$ cat config.mk
export PLATFORM = sky130hd
export DESIGN_NAME = hz_hazard_unit
export DESIGN_NICKNAME = d
export VERILOG_FILES = /design/src/rtl/hz_pkg.sv /design/src/rtl/hz_src_cmp.sv /design/src/rtl/hz_policy_ctrl.sv /design/src/rtl/hz_match_path.sv /design/src/rtl/hz_hazard_unit.sv
export SDC_FILE = /design/constraint.sdc
export NUM_CORES = 1
export LEC_CHECK = 0
export CORE_AREA = 5 5 42 44
export CTS_CLUSTER_DIAMETER = 50
export CTS_CLUSTER_SIZE = 14
export DETAILED_ROUTE_END_ITERATION = 8
export DIE_AREA = 0 0 47 49
export DONT_BUFFER_PORTS = 1
export PLACE_DENSITY = 0.7
export REMOVE_ABC_BUFFERS = 1
export SLEW_MARGIN = 20
export SYNTH_ARGS = -nofsm -noshare
export SYNTH_HDL_FRONTEND = slang
export SYNTH_SLANG_ARGS = --single-unit
$ cat constraint.sdc
create_clock -name clk -period 1.65 [get_ports clk]
set_input_delay 0.0825 -clock clk [delete_from_list [all_inputs] [get_ports clk]]
set_output_delay 0.0825 -clock clk [all_outputs]
set_load 0.005 [all_outputs]
$ cat src/rtl/hz_pkg.sv
package hz_pkg;

  typedef enum logic [1:0] {
    MODE_OFF   = 2'b00,
    MODE_STALL = 2'b01,
    MODE_FWD   = 2'b10,
    MODE_RSVD  = 2'b11
  } hz_mode_e;

  typedef enum logic [1:0] {
    SEL_REG = 2'b00,
    SEL_MEM = 2'b01,
    SEL_WB  = 2'b10
  } hz_sel_e;

  // Strobes from the policy control into the match datapath.
  typedef struct packed {
    logic fwdEn;         // route memory/writeback results into execute
    logic holdOnEx;      // hold on any execute-stage producer
    logic holdOnLoadEx;  // hold only on a load in execute
    logic holdOnMem;     // hold on a memory-stage producer
  } hz_strobe_t;

  localparam int NUM_SRC = 2;

endpackage

$ cat src/rtl/hz_src_cmp.sv
module hz_src_cmp #(
  parameter int REG_AW = 5
) (
  input  logic [REG_AW-1:0] srcIdx,
  input  logic              srcUsed,
  input  logic [REG_AW-1:0] prodARd,
  input  logic              prodALive,
  input  logic [REG_AW-1:0] prodBRd,
  input  logic              prodBLive,
  output logic              hitA,
  output logic              hitB
);
  logic srcLive;

  assign srcLive = srcUsed && (srcIdx != '0);
  assign hitA    = srcLive && prodALive && (srcIdx == prodARd);
  assign hitB    = srcLive && prodBLive && (srcIdx == prodBRd);
endmodule

$ cat src/rtl/hz_policy_ctrl.sv
module hz_policy_ctrl
  import hz_pkg::*;
(
  input  logic       clk,
  input  logic       rst_n,
  input  logic [1:0] modeSel,
  input  logic       idle,
  output hz_strobe_t strobe
);
  hz_mode_e modeQ;

  // Mode register: loads only under reset or while no stage is busy.
  always_ff @(posedge clk) begin
    if (!rst_n || idle) modeQ <= hz_mode_e'(modeSel);
  end

  always_comb begin
    strobe = '0;
    unique case (modeQ)
      MODE_OFF: strobe = '0;
      MODE_FWD: begin
        strobe.fwdEn        = 1'b1;
        strobe.holdOnLoadEx = 1'b1;
      end
      default: begin
        strobe.holdOnEx  = 1'b1;
        strobe.holdOnMem = 1'b1;
      end
    endcase
  end

  // a busy pipeline keeps the captured policy
  p_mode_hold_r10: assert property (@(posedge clk) disable iff (!rst_n)
    (!idle && $past(rst_n)) |=> $stable(modeQ));

  // no policy both forwards and holds on memory-stage producers
  p_policy_exclusive_r12: assert property (@(posedge clk) disable iff (!rst_n)
    !(strobe.fwdEn && (strobe.holdOnMem || strobe.holdOnEx)));
endmodule

$ cat src/rtl/hz_match_path.sv
module hz_match_path
  import hz_pkg::*;
#(
  parameter int REG_AW = 5
) (
  input  logic              clk,
  input  logic              rst_n,
  input  hz_strobe_t        strobe,
  input  logic              decValid,
  input  logic [REG_AW-1:0] decRs1,
  input  logic [REG_AW-1:0] decRs2,
  input  logic              decUse1,
  input  logic              decUse2,
  input  logic              exValid,
  input  logic [REG_AW-1:0] exRs1,
  input  logic [REG_AW-1:0] exRs2,
  input  logic              exUse1,
  input  logic              exUse2,
  input  logic [REG_AW-1:0] exRd,
  input  logic              exWrite,
  input  logic              exIsLoad,
  input  logic              memValid,
  input  logic [REG_AW-1:0] memRd,
  input  logic              memWrite,
  input  logic              wbValid,
  input  logic [REG_AW-1:0] wbRd,
  input  logic              wbWrite,
  output logic [1:0]        fwdSelA,
  output logic [1:0]        fwdSelB,
  output logic              stallFetch,
  output logic              bubbleEx
);
  logic [REG_AW-1:0] decSrc [NUM_SRC];
  logic [REG_AW-1:0] exSrc  [NUM_SRC];
  logic              decUse [NUM_SRC];
  logic              exUse  [NUM_SRC];
  hz_sel_e           fwdSel [NUM_SRC];
  logic [NUM_SRC-1:0] holdReq;
  logic exLive, memLive, wbLive, hazard;

  assign decSrc[0] = decRs1;  assign decSrc[1] = decRs2;
  assign exSrc[0]  = exRs1;   assign exSrc[1]  = exRs2;
  assign decUse[0] = decUse1; assign decUse[1] = decUse2;
  assign exUse[0]  = exUse1;  assign exUse[1]  = exUse2;

  // A producer counts only if valid, writing, and not targeting x0.
  assign exLive  = exValid  && exWrite  && (exRd  != '0);
  assign memLive = memValid && memWrite && (memRd != '0);
  assign wbLive  = wbValid  && wbWrite  && (wbRd  != '0);

  for (genvar i = 0; i < NUM_SRC; i++) begin : g_src
    logic decHitEx, decHitMem, exHitMem, exHitWb;

    hz_src_cmp #(.REG_AW(REG_AW)) u_decCmp (
      .srcIdx(decSrc[i]), .srcUsed(decUse[i] && decValid),
      .prodARd(exRd), .prodALive(exLive),
      .prodBRd(memRd), .prodBLive(memLive),
      .hitA(decHitEx), .hitB(decHitMem));

    hz_src_cmp #(.REG_AW(REG_AW)) u_exCmp (
      .srcIdx(exSrc[i]), .srcUsed(exUse[i] && exValid),
      .prodARd(memRd), .prodALive(memLive),
      .prodBRd(wbRd), .prodBLive(wbLive),
      .hitA(exHitMem), .hitB(exHitWb));

    // Memory stage is the younger producer, so it is checked first.
    always_comb begin
      if (!strobe.fwdEn)  fwdSel[i] = SEL_REG;
      else if (exHitMem)  fwdSel[i] = SEL_MEM;
      else if (exHitWb)   fwdSel[i] = SEL_WB;
      else                fwdSel[i] = SEL_REG;
    end

    assign holdReq[i] = (strobe.holdOnEx  && decHitEx)
                     || (strobe.holdOnLoadEx && exIsLoad && decHitEx)
                     || (strobe.holdOnMem && decHitMem);
  end

  assign hazard     = |holdReq;
  assign fwdSelA    = fwdSel[0];
  assign fwdSelB    = fwdSel[1];
  assign stallFetch = hazard;
  assign bubbleEx   = hazard;

  // a forward needs a used, non-zero execute source
  p_fwd_needs_src_r4: assert property (@(posedge clk) disable iff (!rst_n)
    (fwdSelA != SEL_REG) |-> (exUse1 && exRs1 != '0 && exValid));

  // the memory stage wins when it matches
  p_mem_first_r3: assert property (@(posedge clk) disable iff (!rst_n)
    (strobe.fwdEn && exValid && exUse2 && exRs2 != '0 && memValid && memWrite
     && memRd == exRs2) |-> (fwdSelB == SEL_MEM));

  // no policy but forwarding moves the selects
  p_no_fwd_unless_en_r9: assert property (@(posedge clk) disable iff (!rst_n)
    !strobe.fwdEn |-> (fwdSelA == SEL_REG && fwdSelB == SEL_REG));

  // without hold strobes the pipeline never stops
  p_off_no_stall_r9: assert property (@(posedge clk) disable iff (!rst_n)
    !(strobe.holdOnEx || strobe.holdOnLoadEx || strobe.holdOnMem) |-> !stallFetch);

  // writeback alone never forces a hold
  p_wb_no_hold_r8: assert property (@(posedge clk) disable iff (!rst_n)
    (!exValid && !memValid) |-> !stallFetch);
endmodule

$ cat src/rtl/hz_hazard_unit.sv
module hz_hazard_unit
  import hz_pkg::*;
#(
  parameter int REG_AW = 5
) (
  input  logic              clk,
  input  logic              rst_n,
  input  logic [1:0]        modeSel,
  input  logic              decValid,
  input  logic [REG_AW-1:0] decRs1,
  input  logic [REG_AW-1:0] decRs2,
  input  logic              decUse1,
  input  logic              decUse2,
  input  logic              exValid,
  input  logic [REG_AW-1:0] exRs1,
  input  logic [REG_AW-1:0] exRs2,
  input  logic              exUse1,
  input  logic              exUse2,
  input  logic [REG_AW-1:0] exRd,
  input  logic              exWrite,
  input  logic              exIsLoad,
  input  logic              memValid,
  input  logic [REG_AW-1:0] memRd,
  input  logic              memWrite,
  input  logic              wbValid,
  input  logic [REG_AW-1:0] wbRd,
  input  logic              wbWrite,
  output logic [1:0]        fwdSelA,
  output logic [1:0]        fwdSelB,
  output logic              stallFetch,
  output logic              bubbleEx
);
  hz_strobe_t strobe;
  logic       idle;

  assign idle = !(decValid || exValid || memValid || wbValid);

  hz_policy_ctrl u_ctrl (
    .clk(clk), .rst_n(rst_n), .modeSel(modeSel), .idle(idle), .strobe(strobe));

  hz_match_path #(.REG_AW(REG_AW)) u_path (
    .clk(clk), .rst_n(rst_n), .strobe(strobe),
    .decValid(decValid), .decRs1(decRs1), .decRs2(decRs2),
    .decUse1(decUse1), .decUse2(decUse2),
    .exValid(exValid), .exRs1(exRs1), .exRs2(exRs2),
    .exUse1(exUse1), .exUse2(exUse2),
    .exRd(exRd), .exWrite(exWrite), .exIsLoad(exIsLoad),
    .memValid(memValid), .memRd(memRd), .memWrite(memWrite),
    .wbValid(wbValid), .wbRd(wbRd), .wbWrite(wbWrite),
    .fwdSelA(fwdSelA), .fwdSelB(fwdSelB),
    .stallFetch(stallFetch), .bubbleEx(bubbleEx));
endmodule

======== Word-level counts from Yosys, hierarchy flattened ========
Index checks and enable logic that the tools add are counted.
storage, ports and cells
  word-level logic and storage cells ...... 75
  flip-flop bits (word level) ............. 2
cells by class
  eq/ne operators ......................... 9
  reduce and logical (&&, ||, !) cells .... 57
  mux-type cells .......................... 8
operator list
  kind                                   number
  == test 5 bit                          8
  logical AND 1 bit                      37
  nonzero test 5 bit                     7
  two-way mux 2 bit                      6
  logical OR 1 bit                       8
  OR reduction 2 bit                     2
  == test 2 bit (second input constant)  1
  zero test 1 bit                        2
  zero test 2 bit                        1
  two-way mux 1 bit                      2

======== Depth between registers and ports, before layout ========
  depth in word-level cells ............... 8
  depth in mapped cells ................... 7
  mapped depth without buffers ............ 5

======== By module ========
A second synthesis with hierarchy kept.
unflattened totals
  cells, all modules ...................... 99
  area total of the unflattened synthesis .. 769.5 um^2
by module, submodules not included
  module          area each (um^2)  instances  cells an instance
  hz_src_cmp      133.9             4          18
  hz_match_path   130.1             1          19
  hz_policy_ctrl  91.3              1          7
  hz_hazard_unit  12.5              1          1

======== Worst setup path before layout ========
Ideal clock, no wire load.
  path type ............................... input port to output port
  from .................................... in decRs1[0]
  to ...................................... out stallFetch
  required time ........................... 1.567 ns
  path slack .............................. 0.320 ns
  buffers on the path ..................... 1
  arrival ................................. 1.247 ns
  cell stages on the path ................. 6
  cells stage by stage .................... or4_1 -> o211ai_2 -> nor4_1 -> o211ai_1 -> o21ai_1 -> buf_4
between the ends
  cells in the longest elaborated chain, start to end .. 8
  elaborated cells on any way between the ends .. 14
  classes of those cells .................. eq/ne (2); reduce/logical (12)
RTL lines
  item                                         line                                      text
  start: declaration                           hz_hazard_unit.sv:10                      input logic [REG_AW-1:0] decRs1,
  nonzero test 5 bit                           hz_src_cmp.sv:15                          assign srcLive = srcUsed && (srcIdx != '0);
  logical AND 1 bit                            hz_src_cmp.sv:15
  logical AND 1 bit (2 in a row)               hz_src_cmp.sv:16                          assign hitA = srcLive && prodALive && (srcIdx == prodARd);
  logical AND 1 bit, on equally long branches  hz_match_path.sv:74, hz_match_path.sv:75
  logical OR 1 bit                             hz_match_path.sv:75                       || (strobe.holdOnLoadEx && exIsLoad && decHitEx)
  logical OR 1 bit *                           hz_match_path.sv:76                       || (strobe.holdOnMem && decHitMem);
  OR reduction 2 bit *                         hz_match_path.sv:79                       assign hazard = |holdReq;
  end: declaration                             hz_hazard_unit.sv:30                      output logic stallFetch,
Mark *: on every way between the ends. The rest lies on a longest branch, timed or not.

======== Worst setup path after layout ========
  from .................................... reg u_ctrl.modeQ[0]
  to ...................................... out fwdSelA[1]
between the ends
  cells in the longest elaborated chain, start to end .. 3
RTL lines
  item                      line                  text
  start: declaration        hz_policy_ctrl.sv:10  hz_mode_e modeQ;
  start signal: assignment  hz_policy_ctrl.sv:14  if (!rst_n || idle) modeQ <= hz_mode_e'(modeSel);
  == test 2 bit             hz_policy_ctrl.sv:19  unique case (modeQ)
  two-way mux 1 bit         hz_policy_ctrl.sv:19
  two-way mux 2 bit         hz_match_path.sv:68   if (!strobe.fwdEn) fwdSel[i] = SEL_REG;
  end: declaration          hz_hazard_unit.sv:28  output logic [1:0] fwdSelA,
No other way between the ends.

==> results.ini <==
[run_status]
run_status = finished, final reports clean

[setup_path]
cp.arrival_ps = 1540
critPathRequiredTime_ps = 1570
critPathMaxFanout = 3
critPathKind = flip-flop to primary output
max_stage_delay_ps = 400
crit_chain = nand2b_4, a211o_1, nor4_2, and3_1
cpLargestDelayFamily = simple AND/OR/NAND/NOR gates
endpoint_kind = primary output
crit_path_top_delay_cell = edfxtp_1
startpoint_type = flip-flop
critPathBufInv = 0

[job]
drv_cap = 0

[sta]
min_period_ps = 1625
fin_ws_ps = 24.85
finalSetupTns_ps = 0
max_slew_margin = 0.6942
slew_viol_final = 0
finalSetupViolCount = 0
finalCritPeriodShare = 0.9849
hold_viol = 0
rsz0062_at_grt = yes
fmax_ghz = 0.6153
worst_slew_pin_slew_ps = 452.7

[detailed_routing]
highest_layer = met4
wl_met2_mm = 1.116
ant_nets = 0
wl_met1_um = 717
drt_wl_total_mm = 2.136
met3_length_um = 274
routedWlPerCell_um = 19.78
drt_drc_violations_left = 0
drt_first_pass_iters = 4
vias = 709
drt_iter0_markers = 4
via_per_inst = 6.565

[power]
pwr-share-clk = 0.364
power_switching_uw = 77.31
seqPwrFrac = 0.219
p_comb_frac = 0.417
leakagePower_nw = 0.2537
swShare = 0.2575
vdd_drop_max_mv = 0.2582
power.density_nw_per_um2 = 386.4
p_int_uw = 223.0

[global_route]
antenna_found_initial = 0
grt_max_degree = 6
grt_first_pass_wirelength_mm = 3.284
grt.overflow.total = 0
track_usage = 0.1965
grt_pass1_vias = 768

[logic_synthesis]
synth_xor_area_frac = 0.4811
synth_warnings = 0
synth-simple-area-share = 0.2491
syn-cell-area_sq_um = 728.2
synth_top_family_by_area = XOR/XNOR gates
synth_top_area_frac = 0.2646
synth_compound_area_frac = 0.1392
synthDistinctLibCells = 25
syn_avg_cell_area_sq_um = 7.915
synth_cells = 92
yosysSeqAreaShare = 0.08247
synth.area.mux_share = 0
synth_adder_area_share = 0
synth_top_area_cell = xor2_1
ys_seq_elements = 2
ys_top_cells_by_area = xor2_1, xnor2_1, edfxtp_1

[placement]
gp_congestion = 0.7863
place_ws_ps = 224.7
hpwl_mm = 1.835
portBuffers = 0

[floorplanning]
start_util = 0.5196
core_sq_um = 1401
die_h_um = 49
pin_count = 57
die_w_um = 47
num_rows = 14
dieArea_sq_um = 2303

[finish]
drive_above_1_share = 0.08696
largest_reg_flops = 2
n_antenna_cell = 0
largest-register = u_ctrl.modeQ
layout_commonest_cell = xor2_1
final_cell_mix = xor2_1, xnor2_1, nor2_1, nand3_1, nor4_1
areaGrowthSynthToFinish_pct = 6.701
final_nets = 145
top_regs = u_ctrl.modeQ x2

[worst_hold_path]
hp-class = input port to flip-flop

[cts]
path_clk_slew_ps = 30
clock_sinks = 2
cts_buffer_depth = 2
htreeDepth = 1
cts_root_buf = clkbuf_4
numCtsBuffers = 3
cts_tree = done

==> synth_stat cells <==
library cell and instances:
o211ai_2 2, a211o_1 1, nor4_1 6, buf_2 1
nor3_1 3, o211ai_1 1, xor2_1 22, o311a_1 3
and3_1 2, nand4_1 2, a21o_1 1, o2111ai_1 1
clkbuf_1 3, nand3_1 6, o41ai_1 1, nand2_1 1
buf_6 1, o21ai_1 1, or3_1 3, nor2_1 6
xnor2_1 18, or4_1 3, buf_4 1, edfxtp_1 2
nand2b_1 1
==> layout make-up <==
cell class | count | area [sq um]
multi-input cells | 84 | 646.9
clock buffers | 3 | 22.52
flip-flops and latches | 2 | 60.06
fillers | 142 | 624.3
repair buffers | 3 | 27.53
well taps | 16 | 20.02
==> path summary, 6_finish.rpt <==
path	start	end	slack (ps)	cells past startpoint
max	u_ctrl.modeQ[0]	fwdSelA[1]	20	4
min	rst_n	u_ctrl.modeQ[0]	60	1
==> per-layer routing <==
metal	track usage	vias up
li1	-	337
met2	0.3462	43
met3	0.07380	4
met4	0.07373	0
met5	0	-
met1	0.1978	325
==> power groups by stage <==
stage	logic, mW	clock network [mW]	registers, mW
finish	0.125	0.109	0.0657
global route	0.137	0.124	0.0662
CTS	0.123	0.112	0.0656
detailed placement	0.114	0	0.0647
global placement	0.111	0	0.0647
floorplan	0.104	0	0.0642
==> per-stage QoR <==
stage,power [mW],instances,hold slack [ps],utilization,instance area (sq um)
after global placement,0.1759,102,181.4,0.5089,713.2
after detailed placement,0.1789,102,181.4,0.5089,713.2
after CTS,0.2998,107,57.96,0.5491,769.5
after global routing,0.3272,108,61.69,0.5545,777.0
after floorplan,0.1682,86,181.4,-,693.2
final,0.3003,108,63.16,0.5545,777.0
==> cells by family after synthesis <==
group / count (synthesis)
buffers and inverters: 6
AO/OA/AOI/OAI: 11
XOR/XNOR: 40
AND/OR/NAND/NOR: 33
flip-flops: 2
==> repair_timing <==
item | in CTS | in global routing
gates resized for setup | 2 | 0
hold buffers | 2 | 0
pin swaps | 0 | 2
endpoints found under the setup margin | 1 | 2
cloned | 0 | 0
buffers inserted | 0 | 1
hold endpoints to repair | 2 | 0
Note: power is estimated with default switching activity, not from simulation.
